$ cat src/rtl/mapper_pkg.sv
// Shared types for the ratio-to-codeword mapper.
package mapper_pkg;
    // Sequencer states of the Horner multiply-accumulate.
    typedef enum logic [1:0] {
        ST_IDLE  = 2'd0,
        ST_MUL_B = 2'd1,
        ST_MUL_C = 2'd2,
        ST_FIN   = 2'd3
    } mac_state_t;
endpackage

$ cat src/rtl/coef_store.sv
// Holds the three polynomial coefficients.
// Captures them on the first load strobe after reset and then locks.
// Assumes coef_load is a single-cycle strobe.
module coef_store #(
    parameter int COEF_W = 16
) (
    input  logic                     clk,
    input  logic                     rst_n,
    input  logic                     load,
    input  logic signed [COEF_W-1:0] a_in,
    input  logic signed [COEF_W-1:0] b_in,
    input  logic signed [COEF_W-1:0] c_in,
    output logic signed [COEF_W-1:0] a_q,
    output logic signed [COEF_W-1:0] b_q,
    output logic signed [COEF_W-1:0] c_q
);
    logic locked_q;

    // Capture the coefficients once, then lock until reset.
    always_ff @(posedge clk) begin
        if (!rst_n) begin
            a_q      <= '0;
            b_q      <= '0;
            c_q      <= '0;
            locked_q <= 1'b0;
        end else if (load && !locked_q) begin
            a_q      <= a_in;
            b_q      <= b_in;
            c_q      <= c_in;
            locked_q <= 1'b1;
        end
    end

    AST_COEF_LOCK: assert property (@(posedge clk) disable iff (!rst_n)
        locked_q |=> $stable({a_q, b_q, c_q}));
endmodule

$ cat src/rtl/tune_offset.sv
// Signed tuning offset driven by up and down pulses.
// The offset saturates at the OFS_W signed limits, and only reset clears it.
// Assumes tune_step is unsigned.
module tune_offset #(
    parameter int OFS_W  = 8,
    parameter int STEP_W = 7
) (
    input  logic                    clk,
    input  logic                    rst_n,
    input  logic                    up,
    input  logic                    dn,
    input  logic [STEP_W-1:0]       step,
    output logic signed [OFS_W-1:0] ofs_q
);
    localparam int WW = ((OFS_W > STEP_W) ? OFS_W : STEP_W) + 2;
    localparam logic signed [WW-1:0] OFS_MAX_W = WW'((64'sd1 <<< (OFS_W - 1)) - 64'sd1);
    localparam logic signed [WW-1:0] OFS_MIN_W = ~OFS_MAX_W;

    logic signed [WW-1:0] wide_ofs;
    logic signed [WW-1:0] wide_step;
    logic signed [WW-1:0] wide_nxt;
    logic signed [WW-1:0] wide_sat;

    // Widen the operands and apply the step in the requested direction.
    always_comb begin
        wide_ofs  = WW'(ofs_q);
        wide_step = $signed(WW'(step));
        wide_nxt  = up ? (wide_ofs + wide_step) : (wide_ofs - wide_step);
        if (wide_nxt > OFS_MAX_W)      wide_sat = OFS_MAX_W;
        else if (wide_nxt < OFS_MIN_W) wide_sat = OFS_MIN_W;
        else                           wide_sat = wide_nxt;
    end

    // Update the offset on a lone pulse; simultaneous pulses cancel.
    always_ff @(posedge clk) begin
        if (!rst_n)        ofs_q <= '0;
        else if (up ^ dn)  ofs_q <= OFS_W'(wide_sat);
    end

    AST_OFS_HOLD: assert property (@(posedge clk) disable iff (!rst_n)
        (up == dn) |=> $stable(ofs_q));
endmodule

$ cat src/rtl/horner_mac.sv
// Evaluates ((a*R) + b)*R + c on one multiply-accumulate in three steps.
// A trigger in IDLE or FIN starts a run. A trigger during a run is queued.
// Assumes the accumulator width covers the largest intermediate value.
module horner_mac
    import mapper_pkg::*;
#(
    parameter int IDX_W  = 7,
    parameter int COEF_W = 16,
    parameter int ACC_W  = 32
) (
    input  logic                     clk,
    input  logic                     rst_n,
    input  logic                     trig,
    input  logic                     idx_valid,
    input  logic [IDX_W-1:0]         idx,
    input  logic signed [COEF_W-1:0] a,
    input  logic signed [COEF_W-1:0] b,
    input  logic signed [COEF_W-1:0] c,
    output logic signed [ACC_W-1:0]  acc_q,
    output logic                     fin
);
    mac_state_t              state_q;
    logic [IDX_W-1:0]        r_last_q;
    logic [IDX_W-1:0]        r_cur_q;
    logic                    pend_q;
    logic                    start;
    logic [IDX_W-1:0]        r_sel;
    logic signed [ACC_W-1:0] r_ext;
    logic signed [ACC_W-1:0] prod;

    assign fin   = (state_q == ST_FIN);
    assign start = (trig || pend_q) && (state_q == ST_IDLE || state_q == ST_FIN);
    assign r_sel = idx_valid ? idx : r_last_q;
    assign r_ext = $signed(ACC_W'(r_cur_q));
    assign prod  = acc_q * r_ext;

    // Remember the most recent index for tune-triggered runs.
    always_ff @(posedge clk) begin
        if (!rst_n)         r_last_q <= '0;
        else if (idx_valid) r_last_q <= idx;
    end

    // Queue a trigger that arrives while the datapath is busy.
    always_ff @(posedge clk) begin
        if (!rst_n)     pend_q <= 1'b0;
        else if (start) pend_q <= 1'b0;
        else if (trig)  pend_q <= 1'b1;
    end

    // Sequence the Horner steps and accumulate.
    always_ff @(posedge clk) begin
        if (!rst_n) begin
            state_q <= ST_IDLE;
            acc_q   <= '0;
            r_cur_q <= '0;
        end else begin
            case (state_q)
                ST_MUL_B: begin
                    acc_q   <= prod + ACC_W'(b);
                    state_q <= ST_MUL_C;
                end
                ST_MUL_C: begin
                    acc_q   <= prod + ACC_W'(c);
                    state_q <= ST_FIN;
                end
                default: begin
                    if (start) begin
                        acc_q   <= ACC_W'(a);
                        r_cur_q <= r_sel;
                        state_q <= ST_MUL_B;
                    end else begin
                        state_q <= ST_IDLE;
                    end
                end
            endcase
        end
    end

    AST_SEQ_ORDER: assert property (@(posedge clk) disable iff (!rst_n)
        (state_q == ST_MUL_C) |-> ($past(state_q) == ST_MUL_B));
    AST_FIN_ORDER: assert property (@(posedge clk) disable iff (!rst_n)
        (state_q == ST_FIN) |-> ($past(state_q) == ST_MUL_C));
endmodule

$ cat src/rtl/code_clamp.sv
// Rounds the fixed-point accumulator half-up to an integer.
// Then adds the tuning offset and saturates to the codeword range.
// Purely combinational. Assumes acc + one half does not overflow ACC_W.
module code_clamp #(
    parameter int ACC_W  = 32,
    parameter int FRAC_W = 8,
    parameter int OFS_W  = 8,
    parameter int CODE_W = 10
) (
    input  logic signed [ACC_W-1:0] acc,
    input  logic signed [OFS_W-1:0] ofs,
    output logic [CODE_W-1:0]       code
);
    localparam int SUM_W = ACC_W + 1;
    localparam logic signed [ACC_W-1:0] HALF = ACC_W'(64'd1 << (FRAC_W - 1));
    localparam logic signed [SUM_W-1:0] CODE_MAX_S = SUM_W'((64'd1 << CODE_W) - 64'd1);

    logic signed [ACC_W-1:0] rounded;
    logic signed [SUM_W-1:0] sum;

    // Round half-up, add the offset, then clamp to the legal range.
    always_comb begin
        rounded = (acc + HALF) >>> FRAC_W;
        sum     = SUM_W'(rounded) + SUM_W'(ofs);
        if (sum < 0)               code = '0;
        else if (sum > CODE_MAX_S) code = CODE_W'(CODE_MAX_S);
        else                       code = CODE_W'(sum);
    end
endmodule

$ cat src/rtl/ratio_code_mapper.sv
// Top of the quadratic ratio-to-codeword mapper.
// A fresh index or a lone tune pulse starts a Horner evaluation.
// The rounded, offset and clamped result is registered 3 cycles after the trigger edge.
// Assumes every input strobe is a single cycle.
module ratio_code_mapper #(
    parameter int IDX_W  = 7,
    parameter int COEF_W = 16,
    parameter int FRAC_W = 8,
    parameter int CODE_W = 10,
    parameter int OFS_W  = 8,
    parameter int STEP_W = 7
) (
    input  logic                     clk,
    input  logic                     rst_n,
    input  logic                     coef_load,
    input  logic signed [COEF_W-1:0] coef_a,
    input  logic signed [COEF_W-1:0] coef_b,
    input  logic signed [COEF_W-1:0] coef_c,
    input  logic                     idx_valid,
    input  logic [IDX_W-1:0]         idx,
    input  logic                     tune_up,
    input  logic                     tune_dn,
    input  logic [STEP_W-1:0]        tune_step,
    output logic                     code_valid,
    output logic [CODE_W-1:0]        code
);
    localparam int ACC_W = COEF_W + 2 * IDX_W + 2;

    logic signed [COEF_W-1:0] a_q, b_q, c_q;
    logic signed [OFS_W-1:0]  ofs_q;
    logic signed [ACC_W-1:0]  acc_q;
    logic                     fin;
    logic                     trig;
    logic [CODE_W-1:0]        code_nxt;

    assign trig = idx_valid || (tune_up ^ tune_dn);

    coef_store #(.COEF_W(COEF_W)) i_coef_store (
        .clk(clk), .rst_n(rst_n), .load(coef_load),
        .a_in(coef_a), .b_in(coef_b), .c_in(coef_c),
        .a_q(a_q), .b_q(b_q), .c_q(c_q)
    );

    tune_offset #(.OFS_W(OFS_W), .STEP_W(STEP_W)) i_tune_offset (
        .clk(clk), .rst_n(rst_n), .up(tune_up), .dn(tune_dn),
        .step(tune_step), .ofs_q(ofs_q)
    );

    horner_mac #(.IDX_W(IDX_W), .COEF_W(COEF_W), .ACC_W(ACC_W)) i_horner_mac (
        .clk(clk), .rst_n(rst_n), .trig(trig), .idx_valid(idx_valid), .idx(idx),
        .a(a_q), .b(b_q), .c(c_q), .acc_q(acc_q), .fin(fin)
    );

    code_clamp #(.ACC_W(ACC_W), .FRAC_W(FRAC_W), .OFS_W(OFS_W), .CODE_W(CODE_W)) i_code_clamp (
        .acc(acc_q), .ofs(ofs_q), .code(code_nxt)
    );

    // Register the finished codeword and pulse the valid strobe.
    always_ff @(posedge clk) begin
        if (!rst_n) begin
            code       <= '0;
            code_valid <= 1'b0;
        end else begin
            code_valid <= fin;
            if (fin) code <= code_nxt;
        end
    end

    AST_VALID_PULSE: assert property (@(posedge clk) disable iff (!rst_n)
        code_valid |=> !code_valid);
    AST_CODE_STABLE: assert property (@(posedge clk) disable iff (!rst_n)
        !code_valid |-> $stable(code));
endmodule

$ cat config.mk
export PLATFORM = sky130hd
export DESIGN_NAME = ratio_code_mapper
export DESIGN_NICKNAME = d
export VERILOG_FILES = /design/src/rtl/mapper_pkg.sv /design/src/rtl/coef_store.sv /design/src/rtl/tune_offset.sv /design/src/rtl/horner_mac.sv /design/src/rtl/code_clamp.sv /design/src/rtl/ratio_code_mapper.sv
export SDC_FILE = /design/constraint.sdc
export NUM_CORES = 1
export LEC_CHECK = 0
export ABC_AREA = 0
export BUFFER_PORTS_ARGS = -buffer_cell sky130_fd_sc_hd__buf_2
export CORE_MARGIN = 8
export CORE_UTILIZATION = 35
export DETAILED_ROUTE_END_ITERATION = 8
export MAX_ROUTING_LAYER = met4
export PLACE_DENSITY = 0.51
export REMOVE_ABC_BUFFERS = 1
export SYNTH_ARGS = -nofsm -noshare
export SYNTH_HDL_FRONTEND = slang
export SYNTH_HIERARCHICAL = 1
export SYNTH_SLANG_ARGS = --single-unit
$ cat constraint.sdc
create_clock -name clk -period 11.3 [get_ports clk]
set_input_delay 2.825 -clock clk [delete_from_list [all_inputs] [get_ports clk]]
set_output_delay 2.825 -clock clk [all_outputs]
set_load 0.02 [all_outputs]
==> results.tsv <==
metric	value	unit
outcome	complete, no violations	
later-pin clock latency in the skew report	0.44	ns
Worst R2R Start	i_horner_mac/r_cur_q[2]$_SDFFE_PN0P_	
setup_tns	0	ns
element type at the critical path start	flip-flop	
Distinct cells, synth	87	
R2R setup slack	3.92	ns
CP Data Arrival Time	7.72	ns
remaining global-route overflow	0	
leakage	8.068	nW
CTS buffer count	17	
vias per cell	5.071	
first-pass GRT wire length	65.23	mm
Slew headroom	22.05	%
starting density of the core	35.19	%
fin nets	2131	
crit end category	flip-flop	
CTS resizes	0	
postcts setup bufs	0	
Post-synth EDFFs	0	
Synth Warn #	6	
ys async rst share	0	%
share of cells above drive strength 1	10.43	%
mean routed wirelength per cell	16.20	um
unrepaired setup endpoints after global routing	false	
Setup crit start	i_horner_mac/r_cur_q[2]$_SDFFE_PN0P_	
Setup WS pre-CTS	3.916	ns
average size of a mapped cell	8.600	um2
largest family of logic cells by synthesized area	adder cells	
Post-Synth XOR/XNOR Area	6.714	%
Residual DRC	0	
ant diodes	0	
Mapped Cells	1751	
Area Overhead vs Synth	9.456	%
Core Region	42790	um2
root buffer cell	clkbuf_16	
synthesis-stage register bit count	117	
simple-gate area share of the yosys netlist	19.24	%
drt first pass iters	6	
worst endpoint required time	11.64	ns
count of final hold-check violations	0	
register area share after synthesis	15.55	%
Max Fclk	135.4	MHz
Final Setup Violations	0	
Site Rows	76	
Clock Sinks	117	
path type of the worst setup path	reg2reg	
All-Layer GR Usage	16.43	%
total of max-cap violations	0	
antenna-violating nets left	0	
Crit Path Max Fanout	18	
RePlAce Congestion	0.8313	
Die Y	223.4	um
Pins Over Slew Limit	0	
post-synthesis mux area share	5.999	%
Worst Tran Pin Value	1.169	ns
final WL	38.05	mm
Post-DP HPWL	29.41	mm
Hold Startpoint	i_coef_store/c_q[14]$_SDFFE_PN0P_	
Port Buffers	78	
Hold Crit Class	reg2reg	
Worst-path clk slew	0.06	ns
Syn Std Cell Area	15060	um2
hold bufs inserted after CTS	0	
Peak VDD IR	0.2037	mV
DIE AREA	49920	um2
CTS tree	done	
Adder-Cell Fraction of Synth Area	29.84	%
CTS Buffer Depth	2	
initial DRC count	576	
final period utilization	65.34	%
post-synthesis compound-gate area fraction	15.86	%
H-Tree Depth	4	
Power Density	235.2	nW/um2
minimum clock period	7.383	ns
I/O Pins	79	
Setup Skew	0.01225	ns
DR vias	11912	
setup ws final	3.917	ns
Top FF cell, synth	dfxtp_1	
Chip Width	223.4	um
Hold Worst Slack	0.4546	ns
largest net degree at the start of global routing	120	
initial antenna violation count	0	
vias in the first global route	12605	
-- kinds of logic after synthesis --
family | Yosys count
and+or+nand+nor | 565
xor gates and xnor gates | 113
buffers and inverters | 251
DFF | 117
adders and majority gates | 279
AOI/OAI and AO/OA | 338
muxes | 88
-- where the power goes --
| group | switching, W | leakage [nW] | internal (W) |
|---|---|---|---|
| clock | 0.000210 | 0.292 | 0.000348 |
| combinational | 0.00155 | 6.81 | 0.00107 |
| sequential | 0.000194 | 0.963 | 0.000501 |
| total | 0.00196 | 8.07 | 0.00192 |
-- path summary, 6_finish.rpt --
path | end | depth (start not counted)
min | i_coef_store/c_q[14]$_SDFFE_PN0P_ | 2
min reg2reg | i_coef_store/c_q[14]$_SDFFE_PN0P_ | 2
max | i_horner_mac/acc_q[30]$_SDFFE_PN0P_ | 26
max reg2reg | i_horner_mac/acc_q[30]$_SDFFE_PN0P_ | 26
-- sequential cells by signal (all words and copies together), names as in the netlist --
signal	cells
i_horner_mac/r_last_q	7
i_horner_mac/state_q	2
i_horner_mac/pend_q	1
code	10
i_coef_store/b_q	16
i_coef_store/locked_q	1
i_coef_store/c_q	16
i_tune_offset/ofs_q	8
code_valid	1
i_horner_mac/r_cur_q	7
i_horner_mac/acc_q	32
i_coef_store/a_q	16
-- critical path, cell delays in order (launching register included) --
cell,delay [ns]
dfxtp_1,0.62
buf_4,0.32
nand2_1,0.09
fa_1,0.45
fa_1,0.50
inv_1,0.06
fa_1,0.54
inv_1,0.06
fa_1,0.53
inv_1,0.04
ha_1,0.34
nor3_1,0.18
nor2_1,0.06
a31oi_1,0.33
o21ai_1,0.22
a311o_1,0.42
a21o_1,0.18
a21oi_1,0.16
xnor2_1,0.10
ha_1,0.24
a2111oi_0,0.59
a31oi_1,0.30
a211oi_1,0.38
o31ai_1,0.16
xor2_1,0.16
a22oi_1,0.17
nor2_1,0.05
-- per-layer routing --
layer / routed length, um / GRT usage (%) / vias to the layer above
li1: - / - / 5976
met1: 19280 / 21.86 / 5710
met2: 16850 / 25.55 / 194
met3: 1364 / 3.112 / 32
met4: 550 / 4.014 / 0
met5: 0 / - / -
-- cell type report --
class / count / area, um2
fillers: 4396 / 26310
inverters: 183 / 686.9
flip-flops and latches: 117 / 2342
well taps: 546 / 683.2
repair buffers: 89 / 475.5
clock inverters: 10 / 120.1
multi-input cells: 1383 / 11690
clock buffers: 21 / 480.5
-- synth_stat cells, types with 4 or more instances --
master	number	area, um2
nand2b_1	5	31.28
nand2_1	202	758.2
clkbuf_1	49	183.9
a31oi_1	24	150.1
o211a_1	23	230.2
o31ai_1	4	30.03
nand4_1	11	68.82
nor2_1	62	232.7
a21o_1	38	285.3
buf_4	4	30.03
o21bai_1	11	82.58
and2_1	176	1101
mux2_2	18	202.7
a21oi_1	93	465.5
a211oi_2	4	50.05
ha_1	137	1714
maj3_2	5	56.30
nand3_1	24	120.1
nor4_1	5	31.28
buf_2	4	20.02
xor2_1	50	437.9
o21ai_1	13	65.06
buf_1	4	15.01
or3_1	8	50.05
o221a_2	13	146.4
or2_2	4	25.02
inv_1	183	686.9
o211ai_1	20	150.1
dfxtp_1	117	2342
fa_1	135	2703
a211oi_1	10	75.07
mux2i_1	70	700.7
buf_6	5	56.30
xnor2_1	61	534.3
nor2b_1	26	162.7
nor3_1	13	65.06
o21ai_0	39	195.2
o21a_1	11	82.58
and3_1	8	50.05
-- placed cells by master, fill, tap and decap left out, drive strengths merged, types with 12 or more instances in the layout --
cell,Yosys,layout
nand2,202,202
inv,183,186
and2,178,178
ha,137,137
fa,135,135
dfxtp,117,117
a21oi,94,94
buf,19,89
mux2i,70,70
nor2,62,62
xnor2,62,62
o21ai,54,54
xor2,50,50
a21o,40,40
nor2b,27,27
a31oi,25,25
nand3,24,24
o211a,23,23
o211ai,22,22
clkbuf,49,21
mux2,18,18
a211oi,14,14
nor3,13,13
o221a,13,13
nand4,12,12
-- stage by stage --
| step | std cells | power (W) | cell area [um2] | utilization [%] |
|---|---|---|---|---|
| after floorplan | 1683 | 0.002594 | 14720 | - |
| after global placement | 2318 | 0.003311 | 15880 | 37.11 |
| after detailed placement | 2318 | 0.003320 | 15880 | 37.11 |
| after CTS | 2349 | 0.003923 | 16480 | 38.52 |
| after global routing | 2349 | 0.004292 | 16480 | 38.52 |
| final | 2349 | 0.003877 | 16480 | 38.52 |
No activity file was read; power rests on OpenSTA's default activity.
